[src/rtl/alu_ccr_pkg.sv]
package alu_ccr_pkg;

   localparam int FN_W = 4;

   localparam logic [FN_W-1:0] FN_ADD = 4'd0;
   localparam logic [FN_W-1:0] FN_SUB = 4'd1;
   localparam logic [FN_W-1:0] FN_AND = 4'd2;
   localparam logic [FN_W-1:0] FN_XOR = 4'd3;

   typedef struct packed {
      logic zf;
      logic sf;
      logic of;
   } cc_t;

   localparam cc_t CC_RESET = '{zf: 1'b1, sf: 1'b0, of: 1'b0};

endpackage

[src/rtl/alu_zero_det.sv]
module alu_zero_det #(
   parameter int DATA_W  = 32,
   parameter int CHUNK_W = 8
) (
   input  logic [DATA_W-1:0] val,
   output logic              is_zero
);
   localparam int N_CHUNK = DATA_W / CHUNK_W;

   if (CHUNK_W < 1 || (DATA_W % CHUNK_W) != 0) begin : g_bad_chunk
      $error("alu_zero_det: CHUNK_W must divide DATA_W");
   end

   logic [N_CHUNK-1:0] chunk_nz;

   for (genvar c = 0; c < N_CHUNK; c++) begin : g_chunk
      assign chunk_nz[c] = |val[c*CHUNK_W +: CHUNK_W];
   end

   assign is_zero = ~|chunk_nz;
endmodule

[src/rtl/alu_exec.sv]
module alu_exec
   import alu_ccr_pkg::*;
#(
   parameter int DATA_W = 32
) (
   input  logic [FN_W-1:0]   fn,
   input  logic [DATA_W-1:0] opa,
   input  logic [DATA_W-1:0] opb,
   output logic [DATA_W-1:0] res,
   output logic              ovf,
   output logic              fn_ok
);
   localparam int MSB = DATA_W - 1;

   if (DATA_W < 2) begin : g_bad_width
      $error("alu_exec: DATA_W must be at least 2");
   end

   logic              is_sub;
   logic [DATA_W-1:0] opa_x;
   logic [DATA_W-1:0] sum;
   logic              sum_ovf;

   // one adder serves add and subtract: opb + (~opa) + 1 == opb - opa
   assign is_sub  = (fn == FN_SUB);
   assign opa_x   = is_sub ? ~opa : opa;
   assign sum     = opb + opa_x + {{(DATA_W-1){1'b0}}, is_sub};
   assign sum_ovf = (opb[MSB] == opa_x[MSB]) && (sum[MSB] != opb[MSB]);

   always_comb begin
      res   = '0;
      ovf   = 1'b0;
      fn_ok = 1'b1;
      case (fn)
         FN_ADD, FN_SUB: begin
            res = sum;
            ovf = sum_ovf;
         end
         FN_AND: res = opa & opb;
         FN_XOR: res = opa ^ opb;
         default: fn_ok = 1'b0;
      endcase
   end

   // an unknown code must never produce a nonzero result
   always_comb begin
      if (!fn_ok) a_unknown_zero_r10: assert (res == '0);
   end
endmodule

[src/rtl/alu_addr_add.sv]
module alu_addr_add #(
   parameter int DATA_W = 32
) (
   input  logic [DATA_W-1:0] base,
   input  logic [DATA_W-1:0] disp,
   output logic [DATA_W-1:0] sum
);
   assign sum = base + disp;
endmodule

[src/rtl/alu_cc_reg.sv]
module alu_cc_reg
   import alu_ccr_pkg::*;
(
   input  logic clk,
   input  logic rst_n,
   input  logic load,
   input  cc_t  nxt,
   output cc_t  cur
);
   always_ff @(posedge clk or negedge rst_n) begin
      if (!rst_n)    cur <= CC_RESET;
      else if (load) cur <= nxt;
   end

   p_hold_r7: assert property (@(posedge clk) disable iff (!rst_n)
      !load |=> $stable(cur));
endmodule

[src/rtl/alu_ccr.sv]
module alu_ccr
   import alu_ccr_pkg::*;
#(
   parameter int DATA_W    = 32,
   parameter int STAT_W    = 3,
   parameter int ST_NORMAL = 1,
   parameter int ZD_CHUNK  = 8
) (
   input  logic              clk,
   input  logic              rst_n,
   input  logic              op_en,
   input  logic [FN_W-1:0]   fn_code,
   input  logic [DATA_W-1:0] op_a,
   input  logic [DATA_W-1:0] op_b,
   input  logic [STAT_W-1:0] run_status,
   output logic [DATA_W-1:0] alu_res,
   input  logic [DATA_W-1:0] addr_base,
   input  logic [DATA_W-1:0] addr_disp,
   output logic [DATA_W-1:0] addr_sum,
   output logic              flag_zf,
   output logic              flag_sf,
   output logic              flag_of
);
   localparam int MSB = DATA_W - 1;
   localparam logic [STAT_W-1:0] ST_OK = STAT_W'(ST_NORMAL);

   if (ST_NORMAL >= (1 << STAT_W)) begin : g_bad_status
      $error("alu_ccr: ST_NORMAL does not fit in STAT_W bits");
   end

   logic ovf;
   logic fn_ok;
   logic res_zero;
   logic cc_load;
   cc_t  cc_nxt;
   cc_t  cc_cur;

   alu_exec #(.DATA_W(DATA_W)) u_exec (
      .fn    (fn_code),
      .opa   (op_a),
      .opb   (op_b),
      .res   (alu_res),
      .ovf   (ovf),
      .fn_ok (fn_ok)
   );

   alu_zero_det #(.DATA_W(DATA_W), .CHUNK_W(ZD_CHUNK)) u_zdet (
      .val     (alu_res),
      .is_zero (res_zero)
   );

   alu_addr_add #(.DATA_W(DATA_W)) u_agu (
      .base (addr_base),
      .disp (addr_disp),
      .sum  (addr_sum)
   );

   assign cc_load = op_en && (run_status == ST_OK) && fn_ok;
   assign cc_nxt  = '{zf: res_zero, sf: alu_res[MSB], of: ovf};

   alu_cc_reg u_cc (
      .clk   (clk),
      .rst_n (rst_n),
      .load  (cc_load),
      .nxt   (cc_nxt),
      .cur   (cc_cur)
   );

   assign flag_zf = cc_cur.zf;
   assign flag_sf = cc_cur.sf;
   assign flag_of = cc_cur.of;

   p_zf_r4: assert property (@(posedge clk) disable iff (!rst_n)
      cc_load |=> flag_zf == ($past(alu_res) == '0));
   p_sf_r4: assert property (@(posedge clk) disable iff (!rst_n)
      cc_load |=> flag_sf == $past(alu_res[MSB]));
   p_no_overflow_r3: assert property (@(posedge clk) disable iff (!rst_n)
      cc_load && (fn_code == FN_AND || fn_code == FN_XOR) |=> !flag_of);
   p_status_hold_r8: assert property (@(posedge clk) disable iff (!rst_n)
      run_status != ST_OK |=> $stable({flag_zf, flag_sf, flag_of}));
   p_fn_hold_r10: assert property (@(posedge clk) disable iff (!rst_n)
      fn_code > FN_XOR |=> $stable({flag_zf, flag_sf, flag_of}));
endmodule

[config.mk]
export PLATFORM = sky130hd
export DESIGN_NAME = alu_ccr
export DESIGN_NICKNAME = d
export VERILOG_FILES = /design/src/rtl/alu_ccr_pkg.sv /design/src/rtl/alu_zero_det.sv /design/src/rtl/alu_exec.sv /design/src/rtl/alu_addr_add.sv /design/src/rtl/alu_cc_reg.sv /design/src/rtl/alu_ccr.sv
export SDC_FILE = /design/constraint.sdc
export NUM_CORES = 1
export LEC_CHECK = 0
export ABC_AREA = 1
export BUFFER_PORTS_ARGS = -buffer_cell sky130_fd_sc_hd__buf_4
export CORE_MARGIN = 3
export CORE_UTILIZATION = 50
export DETAILED_ROUTE_END_ITERATION = 16
export GPL_ROUTABILITY_DRIVEN = 0
export GPL_TIMING_DRIVEN = 0
export PLACE_DENSITY = 0.9
export SKIP_CTS_REPAIR_TIMING = 1
export SLEW_MARGIN = 5
export SYNTH_ARGS = -nofsm -noshare
export SYNTH_HDL_FRONTEND = slang
export SYNTH_SLANG_ARGS = --single-unit
[constraint.sdc]
create_clock -name clk -period 4.2 [get_ports clk]
set_input_delay 0.42 -clock clk [delete_from_list [all_inputs] [get_ports clk]]
set_output_delay 0.42 -clock clk [all_outputs]
set_load 0.03 [all_outputs]
==> results of run 1 <==
power by group:
part	leakage (nW)	internal [mW]	switching, mW	total, mW
sequential	0.0362	0.0331	0.00182	0.0350
clock	0.0382	0.126	0.0322	0.158
combinational	4.01	0.491	0.783	1.27
placed cells by master, fill, tap and decap left out, drive strengths merged, types with 16 or more instances in the layout:
| cell type | count |
|---|---|
| nand4 | 16 |
| buf | 212 |
| a21oi | 66 |
| xnor2 | 44 |
| nand3 | 82 |
| o21ai | 27 |
| a32o | 25 |
| nor2 | 94 |
| inv | 157 |
| ha | 100 |
| xor2 | 21 |
| nand2 | 252 |
cell families after synthesis:
family	count (synthesis)
AO/OA/AOI/OAI	146
XOR/XNOR	65
adder cells (fa/ha/maj)	102
buffers and inverters	173
flip-flops	3
AND/OR/NAND/NOR	473
metrics by stage:
stage | worst slack [ns] | hold WS (ns) | power [mW] | instances | cell area, um2
floorplan | 1.12 | 0.124 | 0.858 | 962 | 5670
global placement | 0.357 | 0.211 | 1.26 | 1306 | 7370
detailed placement | 0.279 | 0.211 | 1.29 | 1306 | 7370
CTS | 0.313 | -0.0318 | 1.45 | 1310 | 7450
global route | 0.243 | 0.503 | 1.58 | 1311 | 7460
finish | 0.412 | 0.469 | 1.47 | 1311 | 7460
worst max-delay path: stages:
cell and delay [ns]:
buf_4 0.12, nor2_4 0.20, nand2_1 0.16, clkbuf_2 0.35, xnor2_1 0.22, ha_1 0.38
a21oi_1 0.23, o21ai_0 0.16, a21oi_1 0.25, nor2_1 0.08, nor2_1 0.17, nand3_1 0.10
a31oi_1 0.27, inv_1 0.08, buf_4 0.17
layer usage:
| layer | routed length [um] | GRT usage | vias to the layer above |
|---|---|---|---|
| met5 | 0 | 0 | - |
| met4 | 588 | 0.0841 | 0 |
| met3 | 1810 | 0.0270 | 62 |
| met2 | 9280 | 0.528 | 406 |
| met1 | 7890 | 0.378 | 3266 |
| li1 | - | - | 3606 |
path summary, 6_finish.rpt:
kind | cells past startpoint | endpoint
setup / recovery | 15 | alu_res[28]
hold / removal | 2 | u_cc.cur[2]
setup reg to reg | 2 | u_cc.cur[1]
hold reg to reg | 2 | u_cc.cur[2]
max in group asynchronous | 2 | u_cc.cur[2]
min in group asynchronous | 2 | u_cc.cur[0]
cell type report:
class / instances / area, um2
multi-input combinational: 786 / 4930
fill: 985 / 3470
timing repair buffer: 205 / 1540
inverter: 158 / 593
tap: 140 / 175
clock buffer: 4 / 78.8
sequential: 3 / 76.3
buffer: 15 / 65.1
==> results by group, run 1 <==
Finish
  – Layout cells sized above 1: 0.228
  – Antenna cells: 0
  – Biggest register: u_cc.cur
  – Nets: between 1k and 1.5k
  – Post-layout util: 0.682
  – Area grow syn2layout: 31.7%
  – Number of flip-flops under the largest register name: 3
  – Biggest regs: u_cc.cur: 3 flops

Logic synthesis
  – Commonest cells in the netlist: 232 x nand2_1, 154 x inv_1, 100 x ha_1
  – Synthesized area: between 5000 and 6000 um2
  – Fraction of registers with async set/reset: 1.00
  – Synth Area per Inst: 5.89 um2
  – Area share of the largest cell type after synthesis: 0.221
  – Number of synthesized flops with an enable pin: 0
  – Synth area leaders: ha_1 22%, nand2_1 15%, inv_1 10%, nand3_1 7.0%, xnor2_1 6.8%
  – Post-synthesis xor/xnor area fraction: 0.100
  – Largest family of logic cells by synthesized area: simple AND/OR/NAND/NOR gates
  – Synth cell types: 40
  – Seq/Total Area, Yosys: 0.0135
  – Post-Synthesis Net Count: roughly 1.2k
  – Post-synthesis compound-gate area fraction: 0.172
  – Multiplexer share of the synthesized area: 0
  – Most frequent cell after synthesis: nand2_1
  – #FFs+latches synth: 3
  – Yosys top cell by area: ha_1
  – Syn Inst Count: roughly 960
  – Synth Area in Simple Gates: 0.370
  – Ys Warns: 0
  – Synth Area in Adders: 0.228
  – Predominant post-synthesis flop cell: dfrtp_1

Run
  – Max-capacitance violation count: 0

Place
  – Post-DP HPWL: 16.8 mm
  – Buffers on Ports: 204

Global route
  – Largest net degree at the start of global routing: 11
  – First-pass GRT wire length: roughly 32 mm
  – Total grt overflow: 0
  – Antenna violations before repair: 0
  – Vias in the first global route: about 6.9k
  – Tot GR Track Use: 0.296

Timing
  – Final Critical Period: 3.79 ns
  – Slew Limit Fails: 0
  – Final cycle utilization of the critical path: 0.902
  – Slew @ Worst Pin: 0.714 ns
  – Worst rel slew slack: 0.524
  – Setup_tns: 0 ns
  – Fin. Hold Viols: 0
  – Peak Freq: roughly 0.26 GHz
  – RSZ-0062 raised after global routing: false
  – Final setup fails: 0
  – Final Skew: 0 ns

Worst setup path
  – Critical Path End Type: output pin
  – Startpoint types: input pin
  – Crit path from: fn_code[3]
  – RR Startpoint: u_cc.cur[1]
  – CP Data Arrival Time: roughly 3.4 ns
  – Critical Setup Path Class: in -> out
  – R2R Setup Slk: between 3 and 4 ns
  – Worst Path Max Fanout: 10
  – Req. time, crit path: 3.78 ns

CTS
  – Max Root-Sink Buffers: 2
  – H-tree levels: 1
  – CTS Buf Count: 3
  – Clk slew on worst S/H paths: around 0.03 ns
  – CTS tree: yes
  – Worst skew pair latency: ~0.23 ns
  – Clk root buf: clkbuf_16
  – Num Clock Sinks: 3

Power and ir drop
  – Leak: 4.08 nW
  – Peak supply drop: roughly 0.00028 V
  – Power Density: slightly below 200 nW/um2

Routing
  – Drt pass-1 iters: 6
  – Initial drt markers: about 710
  – Routed vias: approximately 7.3k
  – Antenna Nets Post-Route: 0
  – Final wirelength: around 20 mm
  – Drt drc: 0
  – Via/cell ratio: 5.60
  – Post-DR wirelength/cell: 14.9 um

Min path
  – Min-delay src: u_cc.cur[2]
  – Hold Path Class: reg -> reg

Status
  – Outcome: finished, final reports clean

Die
  – Io pins: about 200
  – Initial Util: 0.518
  – Core Area: between 10000 and 15000 um2
  – Std-Cell Rows: 38
  – Die area: approximately 13000 um2
  – Die width: approximately 110 um
  – Die Ht: ~110 um
(Power assumes the default switching activity.)
==> inputs of run 2 (changes only) <==
--- a/config.mk
+++ b/config.mk
@@ -12,9 +12,11 @@
 export DETAILED_ROUTE_END_ITERATION = 16
 export GPL_ROUTABILITY_DRIVEN = 0
 export GPL_TIMING_DRIVEN = 0
-export PLACE_DENSITY = 0.9
+export PLACE_DENSITY = 0.89
+export SETUP_SLACK_MARGIN = 0.05
 export SKIP_CTS_REPAIR_TIMING = 1
 export SLEW_MARGIN = 5
 export SYNTH_ARGS = -nofsm -noshare
 export SYNTH_HDL_FRONTEND = slang
+export SYNTH_HIERARCHICAL = 1
 export SYNTH_SLANG_ARGS = --single-unit
==> run 2 against run 1 <==
  * Critical path depth did not move
  * Final cell count rose by 13%
  * Core utilization fell by 0.53 points
  * Hold slack improved by 0.00052 ns
==> results by group, run 2 <==
Status
  – Outcome: finished, final reports clean

Global route
  – M2 GR Usage: 0.511
  – Met1 usage: 0.385
  – Antenna violations before repair: 0
  – Vias in the first global route: about 7.3k
  – Met3 usage: 0.0192
  – First-pass GRT wire length: roughly 33 mm
  – Tot GR Track Use: 0.290
  – Largest net degree at the start of global routing: 11
  – Busiest layer in global routing: met2
  – Total grt overflow: 0

Timing
  – Final Skew: 0 ns
  – Final Critical Period: 3.60 ns
  – Final setup fails: 0
  – RSZ-0062 raised after global routing: false
  – Slew @ Worst Pin: between 0.5 and 0.6 ns
  – Setup_tns: 0 ns
  – Peak Freq: ~0.28 GHz
  – Hold_ws: about 0.47 ns
  – Slew Limit Fails: 0
  – Worst rel slew slack: 0.612
  – Fin. Hold Viols: 0
  – Final cycle utilization of the critical path: 0.858

Logic synthesis
  – Seq/Total Area, Yosys: 0.0126
  – Post-Synthesis Net Count: 1371
  – Most frequent cell after synthesis: nand2_1
  – Area share of the largest cell type after synthesis: 0.254
  – Fraction of registers with async set/reset: 1.00
  – Predominant post-synthesis flop cell: dfrtp_1
  – Ys Warns: 6
  – #FFs+latches synth: 3
  – Synth area leaders: nand2_1 25%, ha_1 20%, inv_1 11%, nor2_1 7.6%, nand3_1 5.4%
  – Synth cell types: 40
  – Syn Inst Count: 1133
  – Yosys top cell by area: nand2_1
  – Synthesized area: 6060 um2
  – Commonest cells in the netlist: 410 x nand2_1, 173 x inv_1, 123 x nor2_1
  – Number of synthesized flops with an enable pin: 0
  – Synth Area per Inst: 5.35 um2

Die
  – Die width: around 120 um
  – Io pins: a little over 200
  – Initial Util: 0.522
  – Die area: 13500 um2
  – Die Ht: between 100 and 150 um
  – Std-Cell Rows: 39
  – Core Area: approximately 12000 um2

Finish
  – Finished Layout Cells: between 1k and 1.5k
  – Fill cells: 1068
  – FF+latch area: around 76 um2
  – Number of flip-flops under the largest register name: 3
  – Most frequent cells in the layout: 410 x nand2_1, 206 x buf_4, 173 x inv_1
  – Antenna cells: 0
  – Multi-input gate area: approximately 5300 um2
  – Biggest regs: u_cc/cur: 3 flops
  – Layout cells sized above 1: 0.205
  – Area grow syn2layout: 29.7%
  – Most common cell after layout, fill and taps aside: nand2_1
  – Nets: roughly 1.6k
  – Biggest register: u_cc/cur

Routing
  – Antenna Nets Post-Route: 0
  – Initial drt markers: 623
  – Routed vias: around 7.9k
  – Drt pass-1 iters: 8
  – Final wirelength: slightly above 20 mm
  – Drt drc: 0
  – Post-DR wirelength/cell: 13.6 um
  – Via/cell ratio: around 5.3

Worst setup path
  – R2r worst-path depth: 2
  – Startpoint types: input pin
  – CP Cell Sequence: buf_4 > nor2_4 > nand2_1 > buf_2 > xnor2_1 > ha_1 > nand2_1 > inv_1 > a21oi_1 > a21boi_0 > o21ai_1 > nand2_1 > nand2_1 > o21bai_1 > buf_4
  – Critical Path End Type: output pin
  – Critical Setup Path Class: in -> out
  – Req. time, crit path: 3.78 ns
  – CP Data Arrival Time: 3.18 ns
  – CP max stage delay: about 0.30 ns
  – Worst Path Max Fanout: 10
  – Crit-path slowest cell: ha_1
  – Most frequent CP cell: nand2_1

Power and ir drop
  – Clock share of power: 0.103
  – Part of the power in registers: 0.023
  – Comb power frac: 0.874
  – P_sw: between 0.8 and 0.9 mW
  – Internal: 0.639 mW
  – Fraction of power spent switching nets: 0.564
  – Leak: 4.63 nW
  – Power Density: between 150 and 200 nW/um2
  – Peak supply drop: around 0.00032 V
  – Pwr Total: roughly 1.5 mW

CTS
  – Num Clock Sinks: 3
  – Max Root-Sink Buffers: 2
  – Clk root buf: clkbuf_16
  – CTS Buf Count: 3
  – Clk slew on worst S/H paths: roughly 0.030 ns
  – H-tree levels: 1
  – Worst skew pair latency: 0.22 ns
  – CTS tree: yes

Run
  – Max-capacitance violation count: 0

Place
  – Placed cells: approximately 1.5k
  – Post-DP HPWL: roughly 18 mm
  – Buffers on Ports: 204

Min path
  – Hold Path Class: reg -> reg
  – Hold path depth: 2
[run 2: power groups by stage]
| stage | Clock [mW] | Combinational, mW | Sequential, mW |
|---|---|---|---|
| floorplan | 0 | 0.824 | 0.0387 |
| global placement | 0 | 1.23 | 0.0334 |
| detailed placement | 0 | 1.26 | 0.0336 |
| CTS | 0.154 | 1.26 | 0.0333 |
| global route | 0.155 | 1.41 | 0.0334 |
| finish | 0.151 | 1.28 | 0.0333 |
[run 2: layer usage]
layer,part of all wire,wire (um)
met5,0,0
met4,0.029,589
met3,0.089,1800
met2,0.46,9390
met1,0.42,8450
[run 2: worst paths after layout]
kind,to,slack (ns),startpoint
min in group asynchronous,u_cc/cur[1],0.54,rst_n
worst min-delay path,u_cc/cur[2],0.47,u_cc/cur[2]
worst max register to register,u_cc/cur[2],3.52,u_cc/cur[2]
max in group asynchronous,u_cc/cur[2],3.48,rst_n
worst min register to register,u_cc/cur[2],0.47,u_cc/cur[2]
worst max-delay path,alu_res[17],0.60,fn_code[3]
[run 2: kinds of logic after synthesis]
logic type	synth area share
simple gates	0.458
flops	0.0126
buf+inv	0.122
xor+xnor	0.0722
fa+ha+maj	0.209
compound gates	0.127
[run 2: through the flow]
stage / worst slack, ns / instance area, um2 / util
detailed placement: 0.577 / 7770 / 0.669
global route: 0.436 / 7860 / 0.677
floorplan: 1.08 / 6060 / -
CTS: 0.698 / 7850 / 0.676
global placement: 0.652 / 7770 / 0.669
finish: 0.598 / 7860 / 0.677
[run 2: worst max-delay path: cells and delay by family]
kind                       cells  cell delay, ns
AOI/OAI and AO/OA              4            0.97
buffers and inverters          4            0.65
and+or+nand+nor                5            0.57
adders and majority gates      1            0.30
xor gates and xnor gates       1            0.26
[run 2: layout make-up]
class | instances | area share
multi-input combinational | 938 | 0.668
timing repair buffer | 205 | 0.196
inverter | 180 | 0.0859
tap | 143 | 0.0228
clock buffer | 4 | 0.0100
sequential | 3 | 0.00971
buffer | 12 | 0.00780
